--- src/rtl/io_dec_pkg.sv ---
// Package io_dec_pkg
// Shared constants, the program-memory instruction encoding and the access
// record passed between the address map and the top of the decoder.
// Assumes an 8-bit data bus and a 6-bit short I/O offset.
package io_dec_pkg;

    localparam int          IO_SPAN     = 64;
    localparam logic [15:0] DS_IO_BASE  = 16'h0020;
    localparam logic [15:0] DS_EXT_BASE = 16'h0060;
    localparam logic [5:0]  PAGE_IO_OFS = 6'h1B;
    localparam logic [15:0] PAGE_DS_ADR = 16'h003B;

    typedef enum logic [1:0] {
        PM_LOAD      = 2'b00,
        PM_LOAD_EXT  = 2'b01,
        PM_SELF_PROG = 2'b10,
        PM_RSVD      = 2'b11
    } pm_op_e;

    typedef struct packed {
        logic       hit;
        logic       rd;
        logic       wr;
        logic [7:0] wdata;
    } acc_t;

    // True for the instruction types whose long address carries the page.
    function automatic logic op_uses_page(pm_op_e op);
        return (op == PM_LOAD_EXT) || (op == PM_SELF_PROG);
    endfunction

endpackage

--- src/rtl/io_addr_map.sv ---
// Module io_addr_map
// Merges the short I/O path and the data-space path into one access record
// and a unified register index: I/O offsets map to 0..63, extended data
// addresses map from 64 upward. Purely combinational.
// Assumes the CPU drives one path at a time; if both strobe, the short path wins.
module io_addr_map
    import io_dec_pkg::*;
#(
    parameter logic [15:0] EXT_LAST = 16'h00FF,
    parameter int          IDX_W    = 8
) (
    input  logic [5:0]       io_addr,
    input  logic             io_rd,
    input  logic             io_wr,
    input  logic [7:0]       io_wdata,
    input  logic [15:0]      ds_addr,
    input  logic             ds_rd,
    input  logic             ds_wr,
    input  logic [7:0]       ds_wdata,
    output acc_t             acc,
    output logic [IDX_W-1:0] idx
);

    logic io_act;
    logic ds_act;
    logic ds_in_io;
    logic ds_in_ext;

    // Classify the data-space address into the aliased or extended window.
    always_comb begin
        io_act    = io_rd | io_wr;
        ds_act    = ds_rd | ds_wr;
        ds_in_io  = (ds_addr >= DS_IO_BASE) && (ds_addr < DS_EXT_BASE);
        ds_in_ext = (ds_addr >= DS_EXT_BASE) && (ds_addr <= EXT_LAST);
    end

    // Pick the served path and translate its address to a register index.
    always_comb begin
        acc = '0;
        idx = '0;
        if (io_act) begin
            acc.hit   = 1'b1;
            acc.rd    = io_rd;
            acc.wr    = io_wr;
            acc.wdata = io_wdata;
            idx       = IDX_W'(io_addr);
        end else if (ds_act && (ds_in_io || ds_in_ext)) begin
            acc.hit   = 1'b1;
            acc.rd    = ds_rd;
            acc.wr    = ds_wr;
            acc.wdata = ds_wdata;
            if (ds_in_io)
                idx = IDX_W'(ds_addr - DS_IO_BASE);
            else
                idx = IDX_W'(ds_addr - DS_EXT_BASE + 16'(IO_SPAN));
        end
    end

endmodule

--- src/rtl/page_reg.sv ---
// Module page_reg
// Program-memory page register with PAGE_BITS implemented bits, presented
// as a zero-extended byte. Synchronous active-low reset to zero.
// Assumes the caller already decoded the write enable.
module page_reg #(
    parameter int PAGE_BITS = 6
) (
    input  logic                 clk,
    input  logic                 rst_n,
    input  logic                 wr_en,
    input  logic [PAGE_BITS-1:0] wdata,
    output logic [PAGE_BITS-1:0] page,
    output logic [7:0]           page_byte
);

    logic [PAGE_BITS-1:0] q;

    // Store the implemented bits on a decoded write; clear on reset.
    always_ff @(posedge clk) begin
        if (!rst_n)
            q <= '0;
        else if (wr_en)
            q <= wdata;
    end

    assign page = q;

    // Widen to a byte; unimplemented bits are tied to zero.
    generate
        if (PAGE_BITS >= 8) begin : g_full
            assign page_byte = q[7:0];
        end else begin : g_part
            assign page_byte = {{(8 - PAGE_BITS){1'b0}}, q};
        end
    endgenerate

    p_reset_zero_r7: assert property (@(posedge clk)
        !rst_n |=> (page_byte == 8'h00));

    p_hold_r5: assert property (@(posedge clk) disable iff (!rst_n)
        !wr_en |=> $stable(page_byte));

    p_unimpl_zero_r6: assert property (@(posedge clk) disable iff (!rst_n)
        (page_byte >> PAGE_BITS) == 8'h00);

endmodule

--- src/rtl/long_addr_mux.sv ---
// Module long_addr_mux
// Forms the long program-memory address from page and Z pointer. The page
// is prefixed only for the extended load and self-program types.
// Combinational; assumes pm_op is stable while the address is consumed.
module long_addr_mux
    import io_dec_pkg::*;
#(
    parameter int PAGE_BITS = 6,
    parameter int LA_W      = 16 + PAGE_BITS
) (
    input  pm_op_e               op,
    input  logic [7:0]           z_hi,
    input  logic [7:0]           z_lo,
    input  logic [PAGE_BITS-1:0] page,
    output logic [LA_W-1:0]      long_addr
);

    // Concatenate the page above Z, or zero it for the plain load.
    always_comb begin
        if (op_uses_page(op))
            long_addr = {page, z_hi, z_lo};
        else
            long_addr = {{PAGE_BITS{1'b0}}, z_hi, z_lo};
    end

endmodule

--- src/rtl/io_space_decoder.sv ---
// Module io_space_decoder
// Top of the register-space decoder: merges both access paths, raises one
// select line per decoded register, owns the page register and drives the
// long program-memory address. Selects and read data are combinational;
// the page updates on the clock edge. Assumes 1 <= PAGE_BITS <= 8 and
// 16'h0060 <= EXT_LAST.
module io_space_decoder
    import io_dec_pkg::*;
#(
    parameter int          PAGE_BITS = 6,
    parameter logic [15:0] EXT_LAST  = 16'h00FF,
    localparam int         NSEL      = IO_SPAN + int'(EXT_LAST) - int'(DS_EXT_BASE) + 1,
    localparam int         IDX_W     = $clog2(NSEL),
    localparam int         LA_W      = 16 + PAGE_BITS
) (
    input  logic            clk,
    input  logic            rst_n,
    input  logic [5:0]      io_addr,
    input  logic            io_rd,
    input  logic            io_wr,
    input  logic [7:0]      io_wdata,
    input  logic [15:0]     ds_addr,
    input  logic            ds_rd,
    input  logic            ds_wr,
    input  logic [7:0]      ds_wdata,
    input  logic [7:0]      z_hi,
    input  logic [7:0]      z_lo,
    input  logic [1:0]      pm_op,
    output logic [NSEL-1:0] sel,
    output logic            acc_rd,
    output logic            acc_wr,
    output logic [7:0]      acc_wdata,
    output logic [7:0]      rd_data,
    output logic [LA_W-1:0] long_addr
);

    localparam int          PAGE_IDX  = int'(PAGE_IO_OFS);
    localparam logic [7:0]  PAGE_MASK = 8'((9'd1 << PAGE_BITS) - 9'd1);

    acc_t                 acc;
    logic [IDX_W-1:0]     idx;
    logic                 page_hit;
    logic [PAGE_BITS-1:0] page;
    logic [7:0]           page_byte;

    io_addr_map #(
        .EXT_LAST (EXT_LAST),
        .IDX_W    (IDX_W)
    ) u_map (
        .io_addr  (io_addr),
        .io_rd    (io_rd),
        .io_wr    (io_wr),
        .io_wdata (io_wdata),
        .ds_addr  (ds_addr),
        .ds_rd    (ds_rd),
        .ds_wr    (ds_wr),
        .ds_wdata (ds_wdata),
        .acc      (acc),
        .idx      (idx)
    );

    // Flag an access that lands on the page register itself.
    always_comb begin
        page_hit = acc.hit && (idx == IDX_W'(PAGE_IDX));
    end

    page_reg #(
        .PAGE_BITS (PAGE_BITS)
    ) u_page (
        .clk       (clk),
        .rst_n     (rst_n),
        .wr_en     (page_hit && acc.wr),
        .wdata     (acc.wdata[PAGE_BITS-1:0]),
        .page      (page),
        .page_byte (page_byte)
    );

    // One select line per register index; the page slot stays low.
    generate
        for (genvar i = 0; i < NSEL; i++) begin : g_sel
            if (i == PAGE_IDX) begin : g_page_slot
                assign sel[i] = 1'b0;
            end else begin : g_reg_slot
                assign sel[i] = acc.hit && (idx == IDX_W'(i));
            end
        end
    endgenerate

    // Forward strobes for external registers, return page data on its reads.
    always_comb begin
        acc_rd    = acc.hit && acc.rd && !page_hit;
        acc_wr    = acc.hit && acc.wr && !page_hit;
        acc_wdata = acc.wdata;
        rd_data   = (page_hit && acc.rd) ? page_byte : 8'h00;
    end

    long_addr_mux #(
        .PAGE_BITS (PAGE_BITS),
        .LA_W      (LA_W)
    ) u_long (
        .op        (pm_op_e'(pm_op)),
        .z_hi      (z_hi),
        .z_lo      (z_lo),
        .page      (page),
        .long_addr (long_addr)
    );

    p_page_io_write_r5: assert property (@(posedge clk) disable iff (!rst_n)
        (io_wr && io_addr == PAGE_IO_OFS) |=> (page_byte == (PAGE_MASK & $past(io_wdata))));

    p_page_ds_write_r5: assert property (@(posedge clk) disable iff (!rst_n)
        (ds_wr && !io_rd && !io_wr && ds_addr == PAGE_DS_ADR)
            |=> (page_byte == (PAGE_MASK & $past(ds_wdata))));

    p_sel_onehot_r10: assert property (@(posedge clk) disable iff (!rst_n)
        $onehot0(sel));

    p_io_priority_r10: assert property (@(posedge clk) disable iff (!rst_n)
        ((io_rd || io_wr) && io_addr != PAGE_IO_OFS)
            |-> (sel[io_addr] && $countones(sel) == 1));

    p_out_of_range_r4: assert property (@(posedge clk) disable iff (!rst_n)
        (!io_rd && !io_wr && (ds_addr < DS_IO_BASE || ds_addr > EXT_LAST))
            |-> (sel == '0 && !acc_rd && !acc_wr && rd_data == 8'h00));

    p_long_ext_r8: assert property (@(posedge clk) disable iff (!rst_n)
        (pm_op == 2'b01 || pm_op == 2'b10)
            |-> (long_addr == {page_byte[PAGE_BITS-1:0], z_hi, z_lo}));

    p_long_plain_r9: assert property (@(posedge clk) disable iff (!rst_n)
        (pm_op == 2'b00 || pm_op == 2'b11)
            |-> (long_addr == LA_W'({z_hi, z_lo})));

    p_rd_idle_r11: assert property (@(posedge clk) disable iff (!rst_n)
        (!io_rd && !ds_rd) |-> (rd_data == 8'h00));

endmodule

--- config.mk ---
export PLATFORM = sky130hd
export DESIGN_NAME = io_space_decoder
export DESIGN_NICKNAME = d
export VERILOG_FILES = /design/src/rtl/io_dec_pkg.sv /design/src/rtl/io_addr_map.sv /design/src/rtl/page_reg.sv /design/src/rtl/long_addr_mux.sv /design/src/rtl/io_space_decoder.sv
export SDC_FILE = /design/constraint.sdc
export NUM_CORES = 1
export LEC_CHECK = 0
export ABC_CLOCK_PERIOD_IN_PS = 8400
export CORE_AREA = 8 8 120 122
export CTS_BUF_LIST = sky130_fd_sc_hd__clkbuf_4
export DETAILED_ROUTE_END_ITERATION = 10
export DIE_AREA = 0 0 128 130
export GPL_TIMING_DRIVEN = 0
export PLACE_DENSITY = 0.71
export SETUP_SLACK_MARGIN = 0.05
export SKIP_CTS_REPAIR_TIMING = 1
export SLEW_MARGIN = 25
export SYNTH_ARGS = -nofsm -noshare
export SYNTH_HDL_FRONTEND = slang
export SYNTH_HIERARCHICAL = 1
export SYNTH_SLANG_ARGS = --single-unit
--- constraint.sdc ---
create_clock -name clk -period 8.4 [get_ports clk]
set_input_delay 1.68 -clock clk [delete_from_list [all_inputs] [get_ports clk]]
set_output_delay 1.68 -clock clk [all_outputs]
set_load 0.05 [all_outputs]
Word-level counts from Yosys, hierarchy flattened
Cells that the tools add are included.
{ "totals": {"regBits": 6, "out_inout_bits": 264, "elab_cells": 479, "ram_bits": 0, "mem_bits_ro": 0, "latchBits": 0, "memories": 0, "in_bits": 62} }
{ "classes": {"order_cmp": 4, "n_mul": 0, "addsub": 3, "bitwise": 2, "shifts": 0, "n_reduce_logical": 237, "div": 0, "mux": 7, "eq_ne": 225} }
{ "ops": {"columns": ["operator", "count"], "rows": [
  ["8-bit == test (second input constant)", 96],
  ["8-bit by 7-bit == test with 1-bit output (second input constant)", 64],
  ["8-bit by 6-bit == test with 1-bit output (second input constant)", 32],
  ["1-bit logical AND", 233],
  ["8-bit by 5-bit == test with 1-bit output (second input constant)", 16],
  ["8-bit by 4-bit == test with 1-bit output (second input constant)", 8],
  ["8-bit by 3-bit == test with 1-bit output (second input constant)", 4],
  ["8-bit two-way mux", 3],
  ["11-bit two-way mux", 2],
  ["22-bit two-way mux", 1],
  ["8-bit by 2-bit == test with 1-bit output (second input constant)", 2],
  ["16-bit by 6-bit greater-or-equal comparator with 1-bit output (second input constant)", 1],
  ["16-bit by 7-bit greater-or-equal comparator with 1-bit output (second input constant)", 1],
  ["16-bit by 8-bit less-or-equal comparator with 1-bit output (second input constant)", 1],
  ["16-bit by 7-bit < comparator with 1-bit output (second input constant)", 1],
  ["8-bit by 7-bit adder with 8-bit output (second input constant)", 1],
  ["8-bit by 1-bit == test with 1-bit output (second input constant)", 1],
  ["8-bit zero test", 1],
  ["8-bit by 6-bit subtractor with 8-bit output (second input constant)", 1],
  ["8-bit by 7-bit subtractor with 8-bit output (second input constant)", 1],
  ["6-bit two-way mux", 1],
  ["2-bit by 1-bit == test with 1-bit output (second input constant)", 1],
  ["2-bit == test (second input constant)", 1],
  ["1-bit logical OR", 2],
  ["2 further kinds", 3]
]} }

Depth between registers and ports, before layout
{ "logic_depth": {"ltp_word": 10, "ltp_mapped": 13, "depth_no_buf": 8} }

Modules after synthesis
The synthesis kept the hierarchy.
{ "modules_own_cells": {"columns": ["mod", "n_inst", "seq_area_each_um2", "cells_each", "area_per_inst_um2"], "rows": [
  ["io_space_decoder", 1, 0.0, 362, 2119.5],
  ["io_addr_map", 1, 0.0, 69, 498.0],
  ["page_reg", 1, 120.1, 28, 292.8],
  ["long_addr_mux", 1, 0.0, 23, 166.4]
]} }

Least setup slack after synthesis
OpenSTA, ideal clock, no wires.
{ "synth_path": {"kind": "input -> output", "from": "in ds_addr[11]", "to": "out sel[55]", "required_time_ns": 6.720, "arrival_time_ns": 4.893, "path_buffers": 2, "path_stages": 7, "slack_ns": 1.827, "cell_sequence": "nor4_4 -> o211ai_4 -> o41ai_1 -> buf_2 -> nand2_1 -> buf_1 -> nor4_1"} }
{ "synth_between": {"elab_chain_len": 8, "elab_cells_between_ends": 15, "classes_between": "4 x order compare; 1 x eq/ne; 5 x mux; 5 x reduce/logical"} }
{ "synth_lines": {"columns": ["element", "line", "text"], "rows": [
  ["start: declaration", "io_space_decoder.sv:22", "input logic [15:0] ds_addr,"],
  ["16-bit by 6-bit greater-or-equal comparator with 1-bit output, or another cell as far along", "io_addr_map.sv:33", "ds_in_io = (ds_addr >= DS_IO_BASE) && (ds_addr < DS_EXT_BASE);"],
  ["1-bit logical AND, on equally long branches", "io_addr_map.sv:33, io_addr_map.sv:34", null],
  ["1-bit logical OR", "io_addr_map.sv:47", "end else if (ds_act && (ds_in_io || ds_in_ext)) begin"],
  ["1-bit logical AND", "io_addr_map.sv:47", null],
  ["8-bit two-way mux (*)", "io_addr_map.sv:47", null],
  ["8-bit two-way mux (*)", "io_addr_map.sv:41", "if (io_act) begin"],
  ["net idx[4]", "io_space_decoder.sv:41", "logic [IDX_W-1:0] idx;"],
  ["8-bit by 6-bit == test with 1-bit output (*)", "io_space_decoder.sv:84", "assign sel[i] = acc.hit && (idx == IDX_W'(i));"],
  ["1-bit logical AND (*)", "io_space_decoder.sv:84", null],
  ["end: declaration", "io_space_decoder.sv:29", "output logic [NSEL-1:0] sel,"]
]} }
The timed path passes the listed nets; every way through them passes the cells marked *.

Final worst setup path
{ "layout_path": {"from": "in ds_addr[12]", "to": "out sel[150]"} }
{ "layout_between": {"elab_chain_len": 8, "elab_cells_between_ends": 15, "classes_between": "4 x order compare; 1 x eq/ne; 5 x mux; 5 x reduce/logical"} }
{ "layout_lines": {"columns": ["element", "line"], "rows": [
  ["16-bit by 6-bit greater-or-equal comparator with 1-bit output, or another cell as far along", "io_addr_map.sv:33"],
  ["1-bit logical AND, on equally long branches", "io_addr_map.sv:33, io_addr_map.sv:34"],
  ["1-bit logical OR", "io_addr_map.sv:47"],
  ["1-bit logical AND", "io_addr_map.sv:47"],
  ["8-bit two-way mux (*)", "io_addr_map.sv:47"],
  ["8-bit two-way mux (*)", "io_addr_map.sv:41"],
  ["net idx[2]", "io_space_decoder.sv:41"],
  ["8-bit == test (*)", "io_space_decoder.sv:84"],
  ["1-bit logical AND (*)", "io_space_decoder.sv:84"]
]} }
Marked as above.

==> results.ini <==
[timing]
slew_headroom_pct=15.4
setup-violations-final=0
grt_setup_unrepaired=false
clock.fmax_ghz=0.132
setup_tns_ns=0
holdWs_ns=0.529
finalHoldViolCount=0
fin_crit_sh_pct=89.9
worst_slew_pin_slew_ns=1.26
skew_ns=0
finalCriticalPeriod_ns=7.55
final_max_slew_viol_count=0

[finish]
postLayoutCoreUtil_pct=51.5
drive_above_1_share_pct=14.1
fin_nets=858
largest_reg_flops=6
syn_to_final_growth_pct=108
final_cell_area_um2=6400
mostFrequentLayoutCells=clkdlybuf4s50_1, nor3_1, clkbuf_1, buf_4, nand2_1
final_common_cell=clkdlybuf4s50_1
antenna_cells=0
fillers=1208

[drt]
wl_per_cell_um=20.4
drt_wl_total_um=19700
route.detailed.drc=0
first_iter_violations=297
viasPerCell=5.14
postRouteAntennaNets=0
num_vias=4955
drt_pass1_iterations=5

[placed_design]
dpl.hpwl_um=16400
place_area_um2=6360
port-buffer-count=306
globalplace.congestion=0.895

[yosys]
synth_area_um2=3080
ys_warn_count=6
syn_area_per_cell_um2=6.38
synth_top_area_share_pct=31.1
synth_enable_flop_cells=0
yosysTopAreaCell=nor3_1
synth_cell_type_count=44
ys_seq_area_share_pct=3.90
synth_area_leaders=nor3_1, nor4_2, buf_4
synthArstFlopShare_pct=0
synth_flop_cell=dfxtp_1
synth-seq-cells=6
synth_cells=482

[clock_tree]
cts_buffers=3
clk_latency_ns=0.24
htreeDepth=1
cts_tree=done
cts_buffer_depth=2
clkTransAtPathRegs_ns=0.04
clock-root-buffer=clkbuf_4
cts.sinks=6

[worst_setup_path]
rr_worst_depth=2
timing.rr.start=u_page/page[0]
timing.critical_path.fanout_max=10
path_class=primary input to output pin
arrival_ns=5.87
critPathCaptureType=output pin
r2r_slack_ns=7.74
worstReg2RegEnd=u_page/page[0]
startpoint_type=primary input
critPathRequiredTime_ns=6.72

[die]
floorplan.initialDensity_pct=24.8
die_area_um2=16600
io_pins=326
rows=41
die_w_um=128
coreArea_um2=12400
dieHeight_um=130

[hold_path]
worstHoldPathCells=2
hold_path_end=u_page/page[2]
hp-class=flop to flop
hp-start=u_page/page[2]

[global_route]
grt_max_degree=11
grt_overflow=0
antenna_found_initial=0
grt_pass1_wl_um=28400
grt_pass1_vias=4774
grt_usage_pct=21.3

[pwr]
power_density_nw_per_um2=40.1
p_leak_uw=0.00181
max-vdd-ir-drop_v=0.0000294

[job]
maxCapViolations=0

[status]
status=completed

## cells in the mapped netlist (2+ instances only)
cell type,count
nor4_1,8
o31ai_1,11
mux2i_1,6
or4b_1,3
nand4_1,2
conb_1,2
buf_4,26
nand3b_1,2
nand3_1,13
buf_2,23
nand4b_1,4
ha_1,2
buf_6,9
nor4_2,24
o311a_1,2
inv_1,7
dfxtp_1,6
buf_1,8
clkbuf_1,48
nor2b_1,6
or4_1,2
nand2_1,25
and2_1,6
nor3_2,11
or4b_2,2
nand2b_1,5
nand4bb_1,5
nor3_1,191
o41ai_1,3
nor4_4,3
or2_2,4
## layer usage
layer  global-route usage, %  vias to the layer above  share of wire (%)
met5                       0                        -                  0
met4                    4.41                        0                1.7
met3                    4.41                       22                8.0
met2                    39.0                      239                 51
met1                    25.0                     2339                 39
li1                        -                     2355                  -
## final cells by class
| type | count | area (um2) | area share [%] |
|---|---|---|---|
| Multi-Input combinational cell | 356 | 2330 | 36.4 |
| Inverter | 7 | 26.3 | 0.411 |
| Timing Repair Buffer | 306 | 3060 | 47.9 |
| Clock buffer | 3 | 22.5 | 0.352 |
| Buffer | 114 | 622 | 9.72 |
| Sequential cell | 6 | 120 | 1.88 |
| Tap cell | 172 | 215 | 3.36 |
## worst max-delay path, stage by stage
cell and delay, ns:
clkdlybuf4s50_1 0.45, nor4_4 0.42, o21ai_2 0.13, buf_4 0.20, o31ai_1 0.52, clkbuf_1 0.35
nand3b_1 0.51, clkbuf_1 0.42, nor3_1 0.32, clkdlybuf4s50_1 0.86
## cells by family after synthesis
logic type,share of synthesized area [%]
AO/OA/AOI/OAI,6.67
XOR/XNOR,0.569
other,0.244
buffers and inverters,21.1
AND/OR/NAND/NOR,64.8
adder cells (fa/ha/maj),0.813
multiplexers,1.95
flip-flops,3.90
## power by group
part | internal (uW) | total [uW] | switching (uW)
clock | 16.1 | 26.4 | 10.2
sequential | 28.6 | 28.7 | 0.0425
combinational | 66.4 | 201 | 135
## per-stage QoR
step | std cells | power [uW] | setup slack (ns)
after global routing | 964 | 271 | 0.535
after detailed placement | 961 | 229 | 0.876
after CTS | 964 | 256 | 0.867
after floorplan | 483 | 154 | 1.83
final | 964 | 256 | 0.848
after global placement | 961 | 227 | 0.956
## worst max-delay path by stage
stage	from	end	cells past startpoint
CTS	ds_addr[12]	sel[150]	10
global route	ds_addr[12]	sel[150]	10
global placement	ds_addr[11]	sel[178]	9
floorplan	ds_addr[11]	sel[55]	7
detailed placement	ds_addr[12]	sel[150]	10
finish	ds_addr[12]	sel[150]	10
(Power assumes the default switching activity.)
